`src/rtl/trace_fn_pkg.sv`:
```
// Package: shared selectors and the constant helper for the row functionals.
// Assumes callers pass small non-negative values (pixel widths up to 12 bits).
package trace_fn_pkg;

    // Reduction selectors for the FUNC parameter
    localparam int FN_SUM  = 0;
    localparam int FN_DIFF = 1;
    localparam int FN_ROOT = 2;

    // floor(sqrt(v) * 2**(shift/2)), found by search; used to fill constant tables
    function automatic int unsigned isqrt_scaled(input int unsigned v, input int unsigned shift);
        int unsigned t;
        int unsigned r;
        t = v << shift;
        r = 0;
        for (int unsigned k = 0; k < (32'd1 << shift); k++) begin
            if ((k + 1) * (k + 1) <= t) r = k + 1;
        end
        return r;
    endfunction

endpackage

```
`src/rtl/trace_row_tracker.sv`:
```
// Module: trace_row_tracker
// Tracks column and row of the incoming raster stream. It arms on a start,
// counts valid words and disarms after the last row of the frame.
// Assumes ROW_LEN >= 2 and N_ROWS >= 2.
module trace_row_tracker #(
    parameter int ROW_LEN = 256,
    parameter int N_ROWS  = 256,
    localparam int COL_W  = $clog2(ROW_LEN),
    localparam int ROW_W  = $clog2(N_ROWS)
) (
    input  logic             clk,
    input  logic             rst_n,
    input  logic             valid,
    input  logic             start,
    output logic             take,
    output logic             first,
    output logic             last,
    output logic [ROW_W-1:0] row
);

    logic             running_q;
    logic [COL_W-1:0] col_q;
    logic [ROW_W-1:0] row_q;
    logic [COL_W-1:0] col;
    logic             frame_end;

    // Current position: a start overrides the counters with column 0, row 0
    always_comb begin
        take      = valid && (start || running_q);
        col       = start ? '0 : col_q;
        row       = start ? '0 : row_q;
        first     = (col == '0);
        last      = (col == COL_W'(ROW_LEN - 1));
        frame_end = last && (row == ROW_W'(N_ROWS - 1));
    end

    // Advance the position on each taken word and stop after the final row
    always_ff @(posedge clk) begin
        if (!rst_n) begin
            running_q <= 1'b0;
            col_q     <= '0;
            row_q     <= '0;
        end else if (take) begin
            if (last) begin
                col_q     <= '0;
                row_q     <= frame_end ? '0 : row + 1'b1;
                running_q <= !frame_end;
            end else begin
                col_q     <= col + 1'b1;
                row_q     <= row;
                running_q <= 1'b1;
            end
        end
    end

endmodule

```
`src/rtl/trace_lane_acc.sv`:
```
// Module: trace_lane_acc
// One lane's row accumulator. FUNC picks the reduction: pixel sum,
// sum of steps between included pixels, or the squared sum of Q4.4 roots.
// row_res is the finished value of the row; it is only meaningful on the
// cycle that takes the row's last pixel. Assumes ACC_W holds a full row.
module trace_lane_acc
    import trace_fn_pkg::*;
#(
    parameter int FUNC  = FN_SUM,
    parameter int PIX_W = 8,
    parameter int ACC_W = 16,
    parameter int RES_W = 24
) (
    input  logic             clk,
    input  logic             rst_n,
    input  logic             take,
    input  logic             first,
    input  logic             msk,
    input  logic [PIX_W-1:0] pix,
    output logic [RES_W-1:0] row_res
);

    logic [ACC_W-1:0] acc_q;
    logic [ACC_W-1:0] base;
    logic [ACC_W-1:0] contrib;
    logic [ACC_W-1:0] acc_nxt;

    // Running value; the first column of a row starts from zero
    always_comb begin
        base    = first ? '0 : acc_q;
        acc_nxt = base + contrib;
    end

    // Keep the running value between taken words
    always_ff @(posedge clk) begin
        if (!rst_n)    acc_q <= '0;
        else if (take) acc_q <= acc_nxt;
    end

    generate
        if (FUNC == FN_DIFF) begin : g_diff
            logic [PIX_W-1:0] prev_q;
            logic             seen_q;
            logic             seen;
            logic [PIX_W-1:0] step;

            // Step to the previous included pixel of this row
            always_comb begin
                seen    = first ? 1'b0 : seen_q;
                step    = (pix > prev_q) ? pix - prev_q : prev_q - pix;
                contrib = (msk && seen) ? ACC_W'(step) : '0;
                row_res = RES_W'(acc_nxt);
            end

            // Remember the last included pixel and whether one exists
            always_ff @(posedge clk) begin
                if (!rst_n) begin
                    prev_q <= '0;
                    seen_q <= 1'b0;
                end else if (take) begin
                    if (msk) prev_q <= pix;
                    seen_q <= seen || msk;
                end
            end
        end else if (FUNC == FN_ROOT) begin : g_root
            logic [PIX_W-1:0]   root_lut [2**PIX_W];
            logic [2*ACC_W-1:0] wide;
            logic [2*ACC_W-1:0] sq;

            for (genvar g = 0; g < 2**PIX_W; g++) begin : g_lut
                assign root_lut[g] = PIX_W'(isqrt_scaled(g, PIX_W));
            end

            // Table lookup of the root, then square the finished sum
            always_comb begin
                contrib = msk ? ACC_W'(root_lut[pix]) : '0;
                wide    = (2*ACC_W)'(acc_nxt);
                sq      = wide * wide;
                row_res = RES_W'(sq);
            end
        end else begin : g_sum
            // Plain sum of included pixels
            always_comb begin
                contrib = msk ? ACC_W'(pix) : '0;
                row_res = RES_W'(acc_nxt);
            end
        end
    endgenerate

endmodule

```
`src/rtl/trace_row_functional.sv`:
```
// Module: trace_row_functional (top)
// Splits each packed stream word into LANES {include, pixel} lanes, feeds
// one accumulator per lane, and registers all lane results with the row
// index at the end of each row, pulsing new_o for one cycle.
// Assumes rows of exactly ROW_LEN valid words and frames of N_ROWS rows.
module trace_row_functional
    import trace_fn_pkg::*;
#(
    parameter int FUNC    = FN_SUM,
    parameter int LANES   = 4,
    parameter int PIX_W   = 8,
    parameter int ROW_LEN = 256,
    parameter int N_ROWS  = 256,
    parameter int RES_W   = 24,
    localparam int LANE_W = PIX_W + 1,
    localparam int WORD_W = LANES * LANE_W,
    localparam int ROW_W  = $clog2(N_ROWS),
    localparam int ACC_W  = PIX_W + $clog2(ROW_LEN)
) (
    input  logic                   clk,
    input  logic                   rst_n,
    input  logic                   in_valid,
    input  logic                   in_start,
    input  logic [WORD_W-1:0]      in_word,
    output logic [LANES*RES_W-1:0] res_o,
    output logic [ROW_W-1:0]       row_o,
    output logic                   new_o
);

    logic             take;
    logic             first;
    logic             last;
    logic [ROW_W-1:0] row;
    logic [RES_W-1:0] lane_res [LANES];

    trace_row_tracker #(
        .ROW_LEN (ROW_LEN),
        .N_ROWS  (N_ROWS)
    ) u_track (
        .clk   (clk),
        .rst_n (rst_n),
        .valid (in_valid),
        .start (in_start),
        .take  (take),
        .first (first),
        .last  (last),
        .row   (row)
    );

    for (genvar l = 0; l < LANES; l++) begin : g_lane
        trace_lane_acc #(
            .FUNC  (FUNC),
            .PIX_W (PIX_W),
            .ACC_W (ACC_W),
            .RES_W (RES_W)
        ) u_acc (
            .clk     (clk),
            .rst_n   (rst_n),
            .take    (take),
            .first   (first),
            .msk     (in_word[l*LANE_W + PIX_W]),
            .pix     (in_word[l*LANE_W +: PIX_W]),
            .row_res (lane_res[l])
        );
    end

    // Capture all lanes and the row index when a row closes
    always_ff @(posedge clk) begin
        if (!rst_n) begin
            res_o <= '0;
            row_o <= '0;
            new_o <= 1'b0;
        end else begin
            new_o <= take && last;
            if (take && last) begin
                row_o <= row;
                for (int l = 0; l < LANES; l++) res_o[l*RES_W +: RES_W] <= lane_res[l];
            end
        end
    end

endmodule

```
`config.mk`:
```
export PLATFORM = sky130hd
export DESIGN_NAME = trace_row_functional
export DESIGN_NICKNAME = d
export VERILOG_FILES = /design/src/rtl/trace_fn_pkg.sv /design/src/rtl/trace_row_tracker.sv /design/src/rtl/trace_lane_acc.sv /design/src/rtl/trace_row_functional.sv
export SDC_FILE = /design/constraint.sdc
export NUM_CORES = 1
export LEC_CHECK = 0
export ABC_AREA = 1
export CAP_MARGIN = 20
export CORE_ASPECT_RATIO = 2
export CORE_MARGIN = 5
export CORE_UTILIZATION = 45
export CTS_BUF_LIST = sky130_fd_sc_hd__clkbuf_8
export DETAILED_ROUTE_END_ITERATION = 12
export PLACE_DENSITY = 0.74
export SETUP_SLACK_MARGIN = 0.15
export SLEW_MARGIN = 10
export SYNTH_ARGS = -nofsm -noshare
export SYNTH_HDL_FRONTEND = slang
export SYNTH_HIERARCHICAL = 1
export SYNTH_SLANG_ARGS = --single-unit
```
`constraint.sdc`:
```
create_clock -name clk -period 5.8 [get_ports clk]
set_clock_uncertainty 0.15 [all_clocks]
set_input_delay 1.16 -clock clk [delete_from_list [all_inputs] [get_ports clk]]
set_output_delay 1.16 -clock clk [all_outputs]
set_load 0.01 [all_outputs]
```
# Yosys cells after proc, flatten, opt, wreduce, memory -nomap -nowiden
# Cells that the tools add are included.
word_totals:
  regBits: 154
  input_bits: 40
  out_inout_bits: 105
  elab_cells: 38
op_classes:
  add_sub_neg: 6
  eq_ne: 2
  muxes: 14
  reduce_logical: 6
ops:
  columns: ["operator", "n"]
  rows:
  - ["$mux 8", 9]
  - ["$add 16x8->16", 4]
  - ["$mux 16", 4]
  - ["$add 8x1->8 const B", 2]
  - ["$eq 8x8->1 const B", 2]
  - ["$logic_not 8->1", 1]
  - ["$logic_and 1x1->1", 3]
  - ["$logic_not 1->1", 1]
  - ["$logic_or 1x1->1", 1]
  - ["$mux 1", 1]

# Logic depth before layout (Yosys ltp)
# Gate-level depths: netlist of the first run.
depth:
  word_depth: 5
  depth_mapped: 20
  mapped_depth_nobuf: 19

# Cells and area by module
# Netlist of the first run, hierarchy kept.
modules_own_cells:
  columns: ["module", "instances", "cells_each", "area_per_inst_um2", "seq_area_each_um2"]
  rows:
  - ["trace_lane_acc", 4, 273, 1542.7, 320.3]
  - ["trace_row_functional", 1, 663, 4260.3, 2102.0]
  - ["trace_row_tracker", 1, 180, 1151.1, 340.3]

# Least setup slack after synthesis of the first run
# OpenSTA, ideal clock, no wires.
synth_path:
  kind: "input port to flip-flop"
  startpoint: "in in_start"
  endpoint: "reg res_o[10]"
  setup_ns: 0.113
  arrival_time_ns: 4.538
  required_ns: 5.537
  slack_ns: 0.999
  cell_stages: 20
  path_buffers: 2
  cell_sequence: "buf_2 -> nor2_1 -> inv_1 -> ha_1 -> nand4_1 -> nor3_1 -> buf_2 -> nor2_1 -> ha_1 -> fa_1 -> nand2_1 -> nand2_1 -> nand3b_1 -> nand2_1 -> nand2_1 -> nand2_1 -> nand2_1 -> nand2_1 -> nor2_1 -> nor2_1"
synth_rtl:
  columns: ["item", "line_no", "source"]
  rows:
  - ["start, declared", "trace_row_functional.sv:23", "input logic in_start,"]
  - ["end signal, assigned", "trace_row_functional.sv:70", "res_o <= '0;"]
  - ["end, declared", "trace_row_functional.sv:25", "output logic [LANES*RES_W-1:0] res_o,"]

==> results of run 1 <==
power groups by stage:
| stage | clock network [mW] | logic [mW] | registers [mW] |
|---|---|---|---|
| 3_5_place_dp | 0 | 0.264 | 1.35 |
| 6_report | 0.937 | 0.265 | 1.33 |
| 3_3_place_gp | 0 | 0.259 | 1.35 |
| 4_1_cts | 0.971 | 0.266 | 1.33 |
| 2_1_floorplan | 0 | 0.206 | 1.35 |
| 5_1_grt | 1.02 | 0.302 | 1.33 |
worst max-delay path by stage:
stage,to,startpoint
after global routing,res_o[62]$_SDFFE_PN0P_,in_start
final,res_o[62]$_SDFFE_PN0P_,in_start
after floorplan,res_o[10]$_SDFFE_PN0P_,in_start
after global placement,res_o[86]$_SDFFE_PN0P_,in_start
after CTS,res_o[62]$_SDFFE_PN0P_,in_start
after detailed placement,res_o[10]$_SDFFE_PN0P_,in_start
per-layer routing:
metal	wire [um]	GRT usage	vias to the layer above
met5	0	0	-
met1	10700	0.206	4880
met3	1030	0.0330	69
met4	945	0.0867	0
li1	-	-	5836
met2	15800	0.389	232
layout by cell type (no fill, tap or decap), drive strengths merged, types with 5 or more instances in the layout:
master         synthesis  layout
a21oi                 78      78
buf                   78      10
clkbuf                19      20
clkdlybuf4s50          0     143
conb                   4      32
dfxtp                186     186
ha                    35      35
inv                  393     396
nand2                577     577
nand3                100     100
nand3b                 8       8
nand4                  9       9
nor2                 362     362
o21ai                 39      39
o21bai                 5       5
xor2                  20      20
worst max-delay path: cells and delay by family:
family,cells,cell delay [ns]
fa+ha+maj,2,0.66
buf+inv,3,1.18
simple gates,14,1.42
cell type report:
cell class | instances | area (um^2) | area share
Sequential cell | 186 | 3720 | 0.276
Clock buffer | 20 | 275 | 0.0204
Clock inverter | 11 | 144 | 0.0107
Inverter | 393 | 1490 | 0.110
Tap cell | 340 | 425 | 0.0315
Multi-Input combinational cell | 1287 | 5920 | 0.438
Timing Repair Buffer | 153 | 1530 | 0.113
stage by stage:
step	power, mW	std cells	instance area (um^2)	hold slack [ns]
floorplan	1.56	1963	11700	0.284
global placement	1.61	2359	13100	0.297
detailed placement	1.62	2359	13100	0.303
CTS	2.56	2390	13500	0.316
global route	2.65	2390	13500	0.344
finish	2.53	2390	13500	0.313
state kept, by name, summed over array words and instances (netlist names):
name                cells
g_lane.u_acc/acc_q     64
new_o                   1
res_o                  96
row_o                   8
u_track/col_q           8
u_track/row_q           8
u_track/running_q       1
logic make-up (layout without fill, tap and decap cells):
logic type,count (synthesis),after routing,share of synthesized area
and+or+nand+nor,1064,1064,0.377
AOI/OAI and AO/OA,128,128,0.0593
xor gates and xnor gates,24,24,0.0181
buffers and inverters,490,577,0.178
adders and majority gates,39,39,0.0447
DFF,186,186,0.321
other,4,32,0.00130
==> impl_metrics.yaml, run 1 <==
status:
  status: "completed"
placement:
  place_hpwl_um: 21400
  port_buffers: 144
  dp_slack_ns: 1.14
  place.gp.congestion: 0.913
drt:
  drc_errors: 0
  drt_iter0_drc: 553
  viasPerCell: 4.61
  wire_per_inst_um: 11.9
  wirelength_um: 28500
  drtAntennaViolNets: 0
  vias: 11000
  firstDrtPassIters: 5
cells_and_area:
  area_delta_synth_final_pct: 16.6
  antenna_cells: 0
  fillers: 2617
  final_layout_size_suffix_gt1_frac: 0.0459
  utilization: 0.528
  fin_nets: 2117
die:
  num_io_pins: 145
  rows: 83
  coreArea_um2: 25500
  start_util: 0.453
  die_w_um: 123
  fp.dieH_um: 237
  die_area_um2: 29200
critical_path:
  startpoint_type: "input port"
  worstPathMaxFanout: 24
  worstPathRequired_ns: 6.04
  worst_path_max_delay_cell: "clkdlybuf4s50_1"
  cp.arrival_ns: 4.43
  path_common_cell: "nand2_1"
  cp_cell_sequence: "clkdlybuf4s50_1 -> inv_2 -> nand2_2 -> nand4_1 -> nor3_2 -> buf_4 -> nor2_1 -> ha_1 -> fa_1 -> nand2_1 -> nand2_1 -> nand3b_1 -> nand2_1 -> nand2_1 -> nand2_1 -> nand2_1 -> nand2_1 -> nor2_1 -> nor2_1"
  crit_type: "input port to flop"
  r2r-start: "u_track/col_q[0]$_SDFFE_PN0P_"
  r2r-end: "res_o[62]$_SDFFE_PN0P_"
  r2r_slack_ns: 2.53
  r2r_cells: 20
  max_stage_delay_ns: 0.63
  crit_path_end_kind: "flop"
power_and_ir_drop:
  p_sw_frac: 0.265
  p_clk_frac: 0.371
  switchingPower_mw: 0.669
  leakage_nw: 7.82
  seqPwrFrac: 0.524
  powerDensity_nw_per_um2: 187
  p_comb_frac: 0.105
  ir_drop_v: 0.000137
  p_int_mw: 1.86
sta:
  period_share: 0.722
  layout_setup_ws_ns: 1.61
  tns_ns: 0
  drv_slew: 0
  relSlewSlack: 0.473
  worst_slew_pin_slew_ns: 0.790
  hold_viol: 0
  fmax_mhz: 239
  period_minus_slack_ns: 4.19
  rsz0062_at_grt: "false"
  setup_viol: 0
flow_run:
  max_cap_violations: 0
synth:
  synth_area_um2: 11600
  synthFlopType: "dfxtp_1"
  synth_top_area_share: 0.321
  ys_types: 36
  synth_area_leaders: "dfxtp_1, nand2_1, inv_1"
  async_reset_ff_frac: 0
  synth-edff-count: 0
  synth_warnings: 6
  synth_largest_area_cell: "dfxtp_1"
  synth_most_common_cell: "nand2_1"
  yosysSeqAreaShare: 0.321
  synth.avg_cell_area_um2: 5.99
  syn_inst: 1935
  netlist_top_cells_count: "nand2_1, inv_1, nor2_1"
  ys_ff_latch: 186
cts:
  root_buffer: "clkbuf_8"
  cts_tree: "yes"
  htree_levels: 4
  cts_resized: 0
  clkLatencyLatePin_ns: 0.50
  cts_hold_buf: 0
  clock_path_buffers: 2
  path_clk_slew_ns: 0.09
  post-cts-setup-buffer-count: 0
  cts.sinks: 186
  cts_buffers: 17
grt:
  grt_max_degree: 82
  antenna_found_initial: 0
  grt_pass1_wl_um: 47900
  grt_util_all_layers: 0.202
  first_global_vias: 10500
  globalRouteOverflowTotal: 0
hold_path:
  hold_start: "g_lane[0].u_acc/acc_q[0]$_SDFFE_PN0P_"
  hold_path.class: "flop to flop"
  min_path_cells: 2
  min_to: "g_lane[0].u_acc/acc_q[0]$_SDFFE_PN0P_"
Power figures use the tool's default switching activity.
==> inputs of run 2 (changes only) <==
- clock period: 5.8 -> 3.9 ns (I/O delays scaled with it)
==> run 2 against run 1 <==
Compared with the run above:
- non-clock buffer count increased by 51
- clock-buffer cell count decreased by 2
- wire length increased by 3.6%
- critical endpoint unchanged
- first-iteration DRC count decreased by 16%
- clock power increased by 40%
- flip-flop and latch count unchanged
- cell count increased by 2.2%
==> impl_metrics.yaml, run 2 (synthesis gave the netlist of run 1 again) <==
cts:
  cts_buffers: 17
  path_clk_slew_ns: 0.09
  clock_path_buffers: 2
  cts_resized: 0
  clkLatencyLatePin_ns: 0.49
  htree_levels: 4
  cts.sinks: 186
  post-cts-setup-buffer-count: 0
  root_buffer: "clkbuf_8"
  cts_tree: "yes"
  cts_hold_buf: 0
cells_and_area:
  final_cell_mix: "nand2_1, inv_1, nor2_1"
  layout_commonest_cell: "nand2_1"
  final_area_um2: 13900
  final_layout_size_suffix_gt1_frac: 0.0699
  top_register: "res_o"
  area_delta_synth_final_pct: 19.9
  largest_registers: "res_o (96), g_lane.u_acc/acc_q (64)"
  largest_reg_flops: 96
  instances_no_fill: 2443
  fin_nets: 2168
die:
  num_io_pins: 145
  coreArea_um2: 25500
  fp.dieH_um: 237
  die_w_um: 123
  rows: 83
  start_util: 0.453
  die_area_um2: 29200
power_and_ir_drop:
  leakage_nw: 8.08
  power_mw: 3.72
  ir_drop_v: 0.000246
  powerDensity_nw_per_um2: 267
grt:
  globalRouteOverflowTotal: 0
  antenna_found_initial: 1
  grt_max_degree: 54
  grt_pass1_wl_um: 49100
  first_global_vias: 10900
  grt_util_all_layers: 0.208
sta:
  hold_viol: 0
  period_minus_slack_ns: 3.41
  relSlewSlack: 0.524
  drv_slew: 0
  worst_slew_pin_slew_ns: 0.713
  hold_slack_ns: 0.310
  fmax_mhz: 293
  period_share: 0.875
  rsz0062_at_grt: "false"
  setup_viol: 0
hold_path:
  min_path_cells: 2
  hold_path.class: "flop to flop"
drt:
  drtAntennaViolNets: 0
  wirelength_um: 29500
  drt_iter0_drc: 463
  vias: 11200
  wire_per_inst_um: 12.1
  viasPerCell: 4.60
  drc_errors: 0
  firstDrtPassIters: 5
flow_run:
  max_cap_violations: 0
placement:
  place_inst: 2410
  place_hpwl_um: 22800
  place.gp.congestion: 0.912
  port_buffers: 144
  dpl_cell_area_um2: 13500
critical_path:
  critPathTopFamily: "simple AND/OR/NAND/NOR gates"
  crit_cells: 20
  path_buf_inv: 4
  crit_path_end_kind: "flop"
  worst_path_max_delay_cell: "clkdlybuf4s50_1"
  path_common_cell: "nand2_1"
  max_stage_delay_ns: 0.53
  startpoint_type: "input port"
  cp.arrival_ns: 3.66
  crit_type: "input port to flop"
  r2r_cells: 20
  worstPathMaxFanout: 14
  cp_cell_sequence: "clkdlybuf4s50_1 -> buf_4 -> nor2_1 -> inv_1 -> nand4_1 -> nor3_4 -> buf_12 -> nor2_1 -> ha_1 -> fa_1 -> nand2_1 -> nand2_1 -> nand3b_1 -> nand2_1 -> nand2_1 -> nand2_1 -> nand2_1 -> nand2_1 -> nor2_1 -> nor2_1"
  worstPathRequired_ns: 4.15
status:
  status: "completed"
## run 2: cell types whose count changed in the layout (fill, tap and decap cells not counted), moves of 2 or more
| cell | previous run | this run |
|---|---|---|
| clkinv_2 | 2 | 4 |
| buf_12 | 2 | 4 |
| clkinv_4 | 0 | 3 |
| clkbuf_8 | 20 | 18 |
| buf_4 | 8 | 57 |
## run 2: worst reg2reg max path, delay by kind of cell (launching register included)
kind	cells	cell delay (ns)
adder cells (fa/ha/maj)	3	0.78
flip-flops	1	0.32
AND/OR/NAND/NOR	14	1.28
buffers and inverters	3	0.37
## run 2: final cells by class
type	count	area [um^2]
Clock buffer	18	248
Sequential cell	186	3720
Timing Repair Buffer	204	1940
Multi-Input combinational cell	1287	5920
Tap cell	340	425
Antenna cell	1	2.50
Fill cell	2643	11700
Inverter	393	1490
Clock inverter	14	146
## run 2: final timing paths
check | slack (ns) | end | start
hold reg to reg | 0.31 | g_lane[1].u_acc/acc_q[1]$_SDFFE_PN0P_ | g_lane[1].u_acc/acc_q[1]$_SDFFE_PN0P_
hold / removal | 0.31 | g_lane[1].u_acc/acc_q[1]$_SDFFE_PN0P_ | g_lane[1].u_acc/acc_q[1]$_SDFFE_PN0P_
setup / recovery | 0.49 | res_o[62]$_SDFFE_PN0P_ | in_start
setup reg to reg | 0.90 | res_o[62]$_SDFFE_PN0P_ | u_track/col_q[0]$_SDFFE_PN0P_
## run 2: where the power goes
group / internal, mW / switching (mW)
logic: 0.160 / 0.270
registers: 1.95 / 0.0218
clock network: 0.587 / 0.727
total: 2.70 / 1.02
## run 2: metal layers
| metal | vias up | wire length [um] | track usage |
|---|---|---|---|
| met5 | - | 0 | 0 |
| met4 | 0 | 1200 | 0.0992 |
| met3 | 67 | 904 | 0.0320 |
| met2 | 204 | 16400 | 0.405 |
| met1 | 5015 | 11000 | 0.204 |
| li1 | 5941 | - | - |
## run 2: through the flow
step                worst slack [ns]  utilization  setup TNS (ns)
finish                         0.486        0.544               0
floorplan                      0.200            -               0
global route                   0.235        0.544               0
CTS                            0.505        0.544               0
detailed placement           -0.0492        0.528          -0.190
global placement              0.0339        0.528               0
